## src/rtl/link_wake_ctrl.sv

```systemverilog
module link_wake_ctrl #(
  parameter int SYNC_MIN_CYC = 100,
  parameter int RESTART_CYC  = 20
) (
  input  logic       clk,
  input  logic       rst_n_cold,
  input  logic       sync_in,
  input  logic       pd_link,
  input  logic       pd_deep,
  output logic       bclk_en,
  output logic       regs_rst,
  output logic [1:0] link_state
);
  localparam int HW = $clog2(SYNC_MIN_CYC + 1);
  localparam int WW = $clog2(RESTART_CYC + 1);

  typedef enum logic [1:0] {
    ST_RESET  = 2'd0,
    ST_ACTIVE = 2'd1,
    ST_DOWN   = 2'd2,
    ST_WAIT   = 2'd3
  } st_t;

  st_t st, st_nx;
  logic s1, s2, s_d;
  logic [HW-1:0] hi_cnt;
  logic [WW-1:0] w_cnt;
  logic deep_q;

  wire sync_fall = s_d & ~s2;
  wire pulse_ok  = hi_cnt >= HW'(SYNC_MIN_CYC);
  wire wait_done = w_cnt == WW'(RESTART_CYC - 1);

  always_ff @(posedge clk or negedge rst_n_cold)
    if (!rst_n_cold) {s1, s2, s_d} <= 3'b000;
    else             {s1, s2, s_d} <= {sync_in, s1, s2};

  always_comb begin
    st_nx = st;
    case (st)
      ST_RESET:  st_nx = ST_ACTIVE;
      ST_ACTIVE: if (pd_link | pd_deep) st_nx = ST_DOWN;
      ST_DOWN:   if (sync_fall && pulse_ok && !deep_q && !pd_deep) st_nx = ST_WAIT;
      ST_WAIT:   if (wait_done) st_nx = ST_ACTIVE;
      default:   st_nx = ST_RESET;
    endcase
  end

  always_ff @(posedge clk or negedge rst_n_cold)
    if (!rst_n_cold) st <= ST_RESET;
    else             st <= st_nx;

  always_ff @(posedge clk or negedge rst_n_cold)
    if (!rst_n_cold)                         deep_q <= 1'b0;
    else if (st == ST_ACTIVE)                deep_q <= pd_deep;
    else if (st == ST_DOWN)                  deep_q <= deep_q | pd_deep;
    else                                     deep_q <= 1'b0;

  always_ff @(posedge clk or negedge rst_n_cold)
    if (!rst_n_cold)                         hi_cnt <= '0;
    else if (st == ST_DOWN && s2) begin
      if (!pulse_ok)                         hi_cnt <= hi_cnt + 1'b1;
    end else                                 hi_cnt <= '0;

  always_ff @(posedge clk or negedge rst_n_cold)
    if (!rst_n_cold)       w_cnt <= '0;
    else if (st == ST_WAIT) w_cnt <= w_cnt + 1'b1;
    else                   w_cnt <= '0;

  assign bclk_en    = (st == ST_ACTIVE);
  assign regs_rst   = (st == ST_RESET);
  assign link_state = st;

  a_r9_no_return_to_reset: assert property (@(posedge clk) disable iff (!rst_n_cold)
    (st != ST_RESET) |=> (st != ST_RESET));
  a_r4_wait_only_from_down: assert property (@(posedge clk) disable iff (!rst_n_cold)
    $rose(st == ST_WAIT) |-> ($past(st) == ST_DOWN));
  a_r6_guard_held: assert property (@(posedge clk) disable iff (!rst_n_cold)
    (st == ST_WAIT && !wait_done) |=> (st == ST_WAIT && !bclk_en));
  a_r5_short_pulse_ignored: assert property (@(posedge clk) disable iff (!rst_n_cold)
    (st == ST_DOWN && sync_fall && !pulse_ok) |=> (st == ST_DOWN));
  a_r7_deep_holds: assert property (@(posedge clk) disable iff (!rst_n_cold)
    (st == ST_DOWN && deep_q) |=> (st == ST_DOWN));
  a_r8_active_stable: assert property (@(posedge clk) disable iff (!rst_n_cold)
    (st == ST_ACTIVE && !pd_link && !pd_deep) |=> (st == ST_ACTIVE));
endmodule

```

## config.mk

```make
export PLATFORM = sky130hd
export DESIGN_NAME = link_wake_ctrl
export DESIGN_NICKNAME = d
export VERILOG_FILES = /design/src/rtl/link_wake_ctrl.sv
export SDC_FILE = /design/constraint.sdc
export NUM_CORES = 1
export LEC_CHECK = 0
export ABC_AREA = 1
export BUFFER_PORTS_ARGS = -buffer_cell sky130_fd_sc_hd__buf_2
export CORE_ASPECT_RATIO = 0.9
export CORE_UTILIZATION = 56
export DETAILED_ROUTE_END_ITERATION = 16
export GPL_TIMING_DRIVEN = 0
export HOLD_SLACK_MARGIN = 0.02
export PLACE_DENSITY = 0.85
export SYNTH_ARGS = -nofsm -noshare
export SYNTH_HDL_FRONTEND = slang
export SYNTH_SLANG_ARGS = --single-unit
```

## constraint.sdc

```tcl
create_clock -name clk -period 1.5 [get_ports clk]
set_clock_uncertainty 0.05 [all_clocks]
set_input_delay 0 -clock clk [delete_from_list [all_inputs] [get_ports clk]]
set_output_delay 0 -clock clk [all_outputs]
set_load 0.02 [all_outputs]
```

-- After elaboration in Yosys (flattened, before gate mapping)
Index checks and enable logic that the tools add are counted.
- flip-flop bits (word level): 18
- bits of input ports: 5
- reduce and logical (&&, ||, !) cells: 8
- bitwise logic cells: 4
- order comparisons: 1
- multiplexer cells: 9
- $add $sub $neg: 2
- equality and inequality tests: 8
- operators by type and width (cell ; count):
    7-bit 2-to-1 mux ; 2
    2-bit one-hot mux with 4 select lines ; 1
    7-bit by 1-bit adder with 7-bit output, second input constant ; 1
    7-bit >= comparator, second input constant ; 1
    2-bit 2-to-1 mux ; 3
    2-bit inequality test, second input constant ; 3
    5-bit by 1-bit adder with 5-bit output, second input constant ; 1
    5-bit == test, second input constant ; 1
    5-bit 2-to-1 mux ; 1
    2-bit == test, second input constant ; 2
    1-bit logical AND ; 4
    3-bit AND reduction ; 1
    2-bit by 1-bit == test with 1-bit output, second input constant ; 1
    1-bit zero test ; 2
    2-bit zero test ; 1
    1-bit 2-to-1 mux ; 2
    2-bit by 1-bit inequality test with 1-bit output, second input constant ; 1
    1-bit OR ; 2
    1-bit bitwise AND ; 1
    1-bit NOT ; 1

-- Logic depth before layout (Yosys ltp)
Gate-level depths: netlist of the first run.
- word-level depth: 7
- gate-level depth with buffers: 8
- depth with buffers taken out: 8

-- Least setup slack after synthesis of the first run
No wires, ideal clock.
- path type: flip-flop to flip-flop
- from: reg st[1] (netlist: link_state[1])
- to: reg st[0] (netlist: link_state[0])
- data required time: 1332 ps
- cell stages (with the launch flop): 9
- library setup time: 118 ps
- path buffers: 0
- path slack: 0 ps
- arrival time: 1333 ps
- cell sequence: dfrtp_1 inv_1 ha_1 inv_1 nor3_1 a21oi_2 nand2_2 nand2_1 nand2_1
- word-level cells in the longest chain between the ends: 3
- elaborated cells between the ends (all ways): 9
- RTL lines (what ; line ; source):
    from (decl) ; 24 ; st_t st, st_nx;
    from (signal assigned) ; 51 ; else st <= st_nx;
    2-bit by 1-bit == test with 1-bit output (*) ; n/a ;
    named net bclk_en ; 10 ; output logic bclk_en,
    2-bit by 1-bit inequality test with 1-bit output (no source line) ; n/a ;
    3-bit AND reduction (no source line) ; n/a ;
The timed path passes the listed nets; every way through them passes the cells marked *.
A chain may end at the register's enable or synchronous reset.

-- Worst setup path after layout of the first run
- from: reg st[1] (netlist: link_state[1])
- to: reg st[0] (netlist: link_state[0])
- word-level cells in the longest chain between the ends: 3
- elaborated cells between the ends (all ways): 9
- RTL lines (what ; line ; source):
    2-bit == test or 2-bit by 1-bit == test with 1-bit output (tied branches) ; 40 ; case (st)
    2-bit inequality test (no source line) or 2-bit by 1-bit inequality test with 1-bit output (tied branches) ; n/a ;
    3-bit AND reduction (no source line) ; n/a ;
Several ways; a longest one is shown, not always the timed one.

==> results.sh, run 1 <==
export IMPL_clkTransAtPathRegs_ns=0.10
export IMPL_synth_area_leaders="dfrtp_1, ha_1, nand2_1"
export IMPL_seq_power_share_pct=43.3
export IMPL_critical_path_class="flop to flop"
export IMPL_drv_slew=0
export IMPL_finalHoldViolCount=0
export IMPL_start_util_pct=62.6
export IMPL_drtAntennaViolNets=0
export IMPL_swShare_pct=38.3
export IMPL_required_ns=1.64
export IMPL_insertion_delay_ns=0.29
export IMPL_routedWlPerCell_um=11.2
export IMPL_fin_nets=136
export IMPL_grt_pass1_vias=623
export IMPL_crit_arrival_ns=1.51
export IMPL_cap_violations=0
export IMPL_finalCriticalPeriod_ns=1.37
export IMPL_grt_pass1_wl_mm=2.64
export IMPL_num_vias=731
export IMPL_track_usage_pct=21.6
export IMPL_p_sw_uw=557
export IMPL_holdWs_ns=0.0997
export IMPL_setup_tns_ns=0
export IMPL_grt_max_degree=19
export IMPL_maxSlewHeadroom_pct=73.8
export IMPL_synth_top_area_share_pct=48.1
export IMPL_die_y_um=40.8
export IMPL_fin_crit_sh_pct=91.0
export IMPL_cts_tree="built"
export IMPL_final_common_cell="nand2_1"
export IMPL_synthToLayoutAreaGrowth_pct=15.0
export IMPL_grt_remaining_overflow=0
export IMPL_combPwrFrac_pct=36.3
export IMPL_synthCells=107
export IMPL_ir_drop_v=0.000903
export IMPL_coreArea_um2=1500
export IMPL_internal_power_uw=898
export IMPL_cts_setup_buffers=0
export IMPL_dieArea_um2=1840
export IMPL_status="finished clean"
export IMPL_power_frac_clock_pct=20.4
export IMPL_critical_path_max_fanout=5
export IMPL_hpwlAfterDp_mm=1.14
export IMPL_startpoint_type="flop"
export IMPL_synth_distinct_cells=18
export IMPL_viasPerCell=5.08
export IMPL_end_kind="flop"
export IMPL_numCtsBuffers=3
export IMPL_n_antenna_cell=0
export IMPL_avgSynthCellArea_um2=8.76
export IMPL_clockRootBuffer="clkbuf_4"
export IMPL_yosysTopAreaCell="dfrtp_1"
export IMPL_chipWidth_um=45.1
export IMPL_ys_seq_elements=18
export IMPL_syn_nets=120
export IMPL_htree_num_levels=1
export IMPL_power_leakage_uw=0.000522
export IMPL_tightest_slew_ns=0.392
export IMPL_portBuffers=8
export IMPL_rows=13
export IMPL_hold_path_class="input port to asynchronous set/reset pin"
export IMPL_pwr_density_cell_nw_per_um2=1350
export IMPL_fillers=117
export IMPL_fmax_ghz=0.732
export IMPL_setup_viol=0
export IMPL_synth_area_um2=937
export IMPL_cts_buffer_depth=2
export IMPL_ys_seq_area_share_pct=48.1
export IMPL_ios=9
export IMPL_first_iter_violations=28
export IMPL_antenna_found_initial=0
export IMPL_firstDrtPassIters=4
export IMPL_drt_wl_total_mm=1.61
export IMPL_clock_sinks=18
export IMPL_final_cell_mix="nand2_1, dfrtp_1, inv_1, nand3_1"
export IMPL_gp_congestion=0.763
export IMPL_drive_gt1_share_pct=22.1
export IMPL_ys_warn_count=0
export IMPL_drc_errors=0
export IMPL_rsz0062_at_grt="no"
[registers in the layout, indices dropped and copies added (netlist names)]
| signal | flops |
|---|---|
| link_state | 2 |
| deep_q | 1 |
| s1 | 1 |
| w_cnt | 5 |
| s2 | 1 |
| hi_cnt | 7 |
| s_d | 1 |
[final cells by class]
class / count / area, um2 / area share [%]
flip-flops and latches: 18 / 452 / 41.9
multi-input cells: 71 / 424 / 39.4
repair buffers: 11 / 70.1 / 6.50
inverters: 18 / 67.6 / 6.27
clock buffers: 4 / 36.3 / 3.37
well taps: 22 / 27.5 / 2.56
[metrics by stage]
stage | power, uW | setup WS [ns] | cell area [um2] | cells | util [%]
6_report | 1450 | 0.134 | 1080 | 144 | 72.0
5_1_grt | 1560 | 0.00819 | 1080 | 144 | 72.0
3_3_place_gp | 1120 | 0.153 | 1010 | 137 | 67.2
4_1_cts | 1460 | 0.0674 | 1070 | 144 | 71.7
3_5_place_dp | 1150 | 0.101 | 1010 | 137 | 67.2
2_1_floorplan | 1020 | 0.0457 | 938 | 107 | -
[critical path: stages, from the launching register on]
cell,delay [ns]
dfrtp_2,0.42
inv_1,0.09
ha_1,0.20
inv_1,0.10
nor3_2,0.06
a21oi_2,0.16
nand2_2,0.09
nand2_1,0.06
nand2_1,0.05
[final timing paths]
check	from	endpoint	slack, ns	cells past startpoint
setup / recovery	link_state[1]$_DFFE_PN0P_	link_state[0]$_DFFE_PN0P_	0.13	8
hold / removal	rst_n_cold	hi_cnt[2]$_DFFE_PN0P_	0.1	2
setup reg to reg	link_state[1]$_DFFE_PN0P_	link_state[0]$_DFFE_PN0P_	0.13	8
hold reg to reg	s1$_DFF_PN0_	s2$_DFF_PN0_	0.31	0
max in group asynchronous	rst_n_cold	link_state[1]$_DFFE_PN0P_	1.00	2
min in group clk	pd_link	link_state[1]$_DFFE_PN0P_	0.13	5
[cell families (layout without fill, tap and decap cells)]
family                     count (synthesis)  count (layout)  share of synthesized area, %
AOI/OAI and AO/OA                         16              16                          10.0
adders and majority gates                  8               8                          10.7
DFF                                       18              18                          48.1
buffers and inverters                     18              33                          7.21
and+or+nand+nor                           47              47                          24.0
[timing repair]
action                                 CTS  global route
resized for setup                        0             2
setup endpoints to repair                0             6
endpoints found under the hold margin   20             0
hold buffers                             3             0
[synthesized netlist by cell type]
| library cell | count |
|---|---|
| nand3_2 | 1 |
| ha_1 | 8 |
| o21ai_0 | 4 |
| nor3_2 | 1 |
| o21ai_1 | 4 |
| nor3_1 | 4 |
| a21oi_1 | 4 |
| nor2_1 | 6 |
| a21oi_2 | 3 |
| dfrtp_1 | 18 |
| nand2_2 | 4 |
| inv_1 | 16 |
| nor2_4 | 1 |
| nand3_1 | 9 |
| nand4_1 | 1 |
| o21a_1 | 1 |
| nand2_1 | 20 |
| inv_2 | 2 |
[power groups by stage]
stage | sequential [uW] | combinational (uW) | clock (uW)
CTS | 630 | 524 | 308
detailed placement | 640 | 513 | 0
global route | 639 | 598 | 322
floorplan | 660 | 355 | 0
global placement | 635 | 486 | 0
finish | 630 | 529 | 297
[layer usage]
metal	GRT usage [%]	up-vias	wire [um]	part of all wire [%]
met2	37.0	24	781	48
met1	26.5	332	726	45
met5	0	-	0	0
li1	-	373	-	-
met4	9.09	0	12	0.74
met3	5.29	2	91	5.6
Power figures use the tool's default switching activity.
==> inputs of run 2 (changes only) <==
- GPL_TIMING_DRIVEN: 0 -> 1
==> results.sh, run 2 (synthesis results as in run 1) <==
export IMPL_critical_path_max_fanout=5
export IMPL_routedWlPerCell_um=11.6
export IMPL_drv_slew=0
export IMPL_viasPerCell=4.97
export IMPL_setup_viol=0
export IMPL_power_leakage_uw=0.000521
export IMPL_insertion_delay_ns=0.29
export IMPL_portBuffers=8
export IMPL_startpoint_type="flop"
export IMPL_clkTransAtPathRegs_ns=0.10
export IMPL_start_util_pct=62.6
export IMPL_critical_path_class="flop to flop"
export IMPL_numCtsBuffers=3
export IMPL_rsz0062_at_grt="no"
export IMPL_num_vias=715
export IMPL_finalCriticalPeriod_ns=1.40
export IMPL_fin_nets=136
export IMPL_first_iter_violations=35
export IMPL_drt_wl_total_mm=1.67
export IMPL_internal_power_uw=901
export IMPL_fmax_ghz=0.714
export IMPL_crit_arrival_ns=1.58
export IMPL_grt_max_degree=19
export IMPL_required_ns=1.68
export IMPL_status="finished clean"
export IMPL_pwr_density_cell_nw_per_um2=1360
export IMPL_pre_cts_ws_ns=0.121
export IMPL_ios=9
export IMPL_end_kind="flop"
export IMPL_swShare_pct=38.1
export IMPL_coreArea_um2=1500
export IMPL_multi_input_area_um2=419
export IMPL_rows=13
export IMPL_chipWidth_um=45.1
export IMPL_ir_drop_v=0.000799
export IMPL_fin_ws_ns=0.0988
export IMPL_combPwrFrac_pct=36.5
export IMPL_fin_crit_sh_pct=93.4
export IMPL_use_met1_pct=25.4
export IMPL_seq_power_share_pct=43.2
export IMPL_seqCellArea_um2=452
export IMPL_htree_num_levels=1
export IMPL_synthToLayoutAreaGrowth_pct=14.4
export IMPL_setup_tns_ns=0
export IMPL_dieArea_um2=1840
export IMPL_clock_sinks=18
export IMPL_cts_setup_buffers=0
export IMPL_largest_reg_flops=7
export IMPL_grt_pass1_wl_mm=2.66
export IMPL_cts_buffer_depth=2
export IMPL_finalHoldViolCount=0
export IMPL_antenna_found_initial=0
export IMPL_hpwlAfterDp_mm=1.17
export IMPL_power_frac_clock_pct=20.3
export IMPL_clockRootBuffer="clkbuf_4"
export IMPL_busiest_layer="met2"
export IMPL_track_usage_pct=21.9
export IMPL_drc_errors=0
export IMPL_grt_pass1_vias=655
export IMPL_fillers=107
export IMPL_n_antenna_cell=0
export IMPL_maxSlewHeadroom_pct=73.4
export IMPL_top_register="hi_cnt"
export IMPL_final_cell_mix="nand2_1, dfrtp_1, inv_1, nand3_1"
export IMPL_die_y_um=40.8
export IMPL_drtAntennaViolNets=0
export IMPL_p_sw_uw=555
export IMPL_cts_tree="built"
export IMPL_use_met2_pct=36.2
export IMPL_cap_violations=0
export IMPL_drive_gt1_share_pct=21.3
export IMPL_tightest_slew_ns=0.399
export IMPL_hold_path_class="input port to asynchronous set/reset pin"
export IMPL_grt_remaining_overflow=0
export IMPL_use_met3_pct=7.05
export IMPL_final_common_cell="nand2_1"
export IMPL_firstDrtPassIters=4
export IMPL_gp_congestion=0.803
[run 2: cell counts in the layout (fill, tap and decap cells not counted)]
Identical to the previous run, type by type.
[run 2: through the flow]
stage / area (um2) / util, % / total power [uW] / instances / hold WS [ns]
CTS: 1070 / 71.7 / 1460 / 144 / 0.110
finish: 1070 / 71.7 / 1460 / 144 / 0.115
floorplan: 938 / - / 1020 / 107 / -0.346
global placement: 1010 / 67.2 / 1130 / 137 / -0.0987
detailed placement: 1010 / 67.2 / 1160 / 137 / -0.0975
global route: 1070 / 71.7 / 1570 / 144 / 0.130
[run 2: layout make-up]
type                    count  area share [%]
repair buffers             11            6.53
multi-input cells          71            39.1
flip-flops and latches     18            42.1
inverters                  18            6.30
clock buffers               4            3.38
well taps                  22            2.57
[run 2: repair_timing]
item	4_1_cts	5_1_grt
hold buffers	3	0
resized for setup	0	1
setup endpoints to repair	0	4
endpoints found under the hold margin	20	0
[run 2: worst paths after layout]
| path | start | to | slack [ns] | cells after the start |
|---|---|---|---|---|
| max | link_state[1]$_DFFE_PN0P_ | link_state[0]$_DFFE_PN0P_ | 0.1 | 8 |
| min | rst_n_cold | hi_cnt[1]$_DFFE_PN0P_ | 0.12 | 2 |
| max reg2reg | link_state[1]$_DFFE_PN0P_ | link_state[0]$_DFFE_PN0P_ | 0.1 | 8 |
| min reg2reg | s1$_DFF_PN0_ | s2$_DFF_PN0_ | 0.31 | 0 |
| max in group asynchronous | rst_n_cold | link_state[1]$_DFFE_PN0P_ | 0.98 | 2 |
| min in group clk | pd_link | link_state[1]$_DFFE_PN0P_ | 0.15 | 6 |
[run 2: power by group through the flow]
stage / Clock [uW] / Combinational (uW) / Sequential (uW)
2_1_floorplan: 0 / 355 / 660
3_3_place_gp: 0 / 496 / 633
3_5_place_dp: 0 / 521 / 638
4_1_cts: 305 / 528 / 628
5_1_grt: 331 / 598 / 637
6_report: 295 / 531 / 630
[run 2: critical path, cell delays in order (launching register included)]
cell and delay (ns):
dfrtp_2 0.45, inv_1 0.11, ha_1 0.18, inv_1 0.07
nor3_1 0.21, a21oi_2 0.08, nand2_2 0.08, nand2_1 0.05
nand2_1 0.07
[run 2: layer usage]
layer	up-vias	wire length [um]
met3	2	59
met2	22	803
met5	-	0
li1	372	-
met1	319	793
met4	0	14
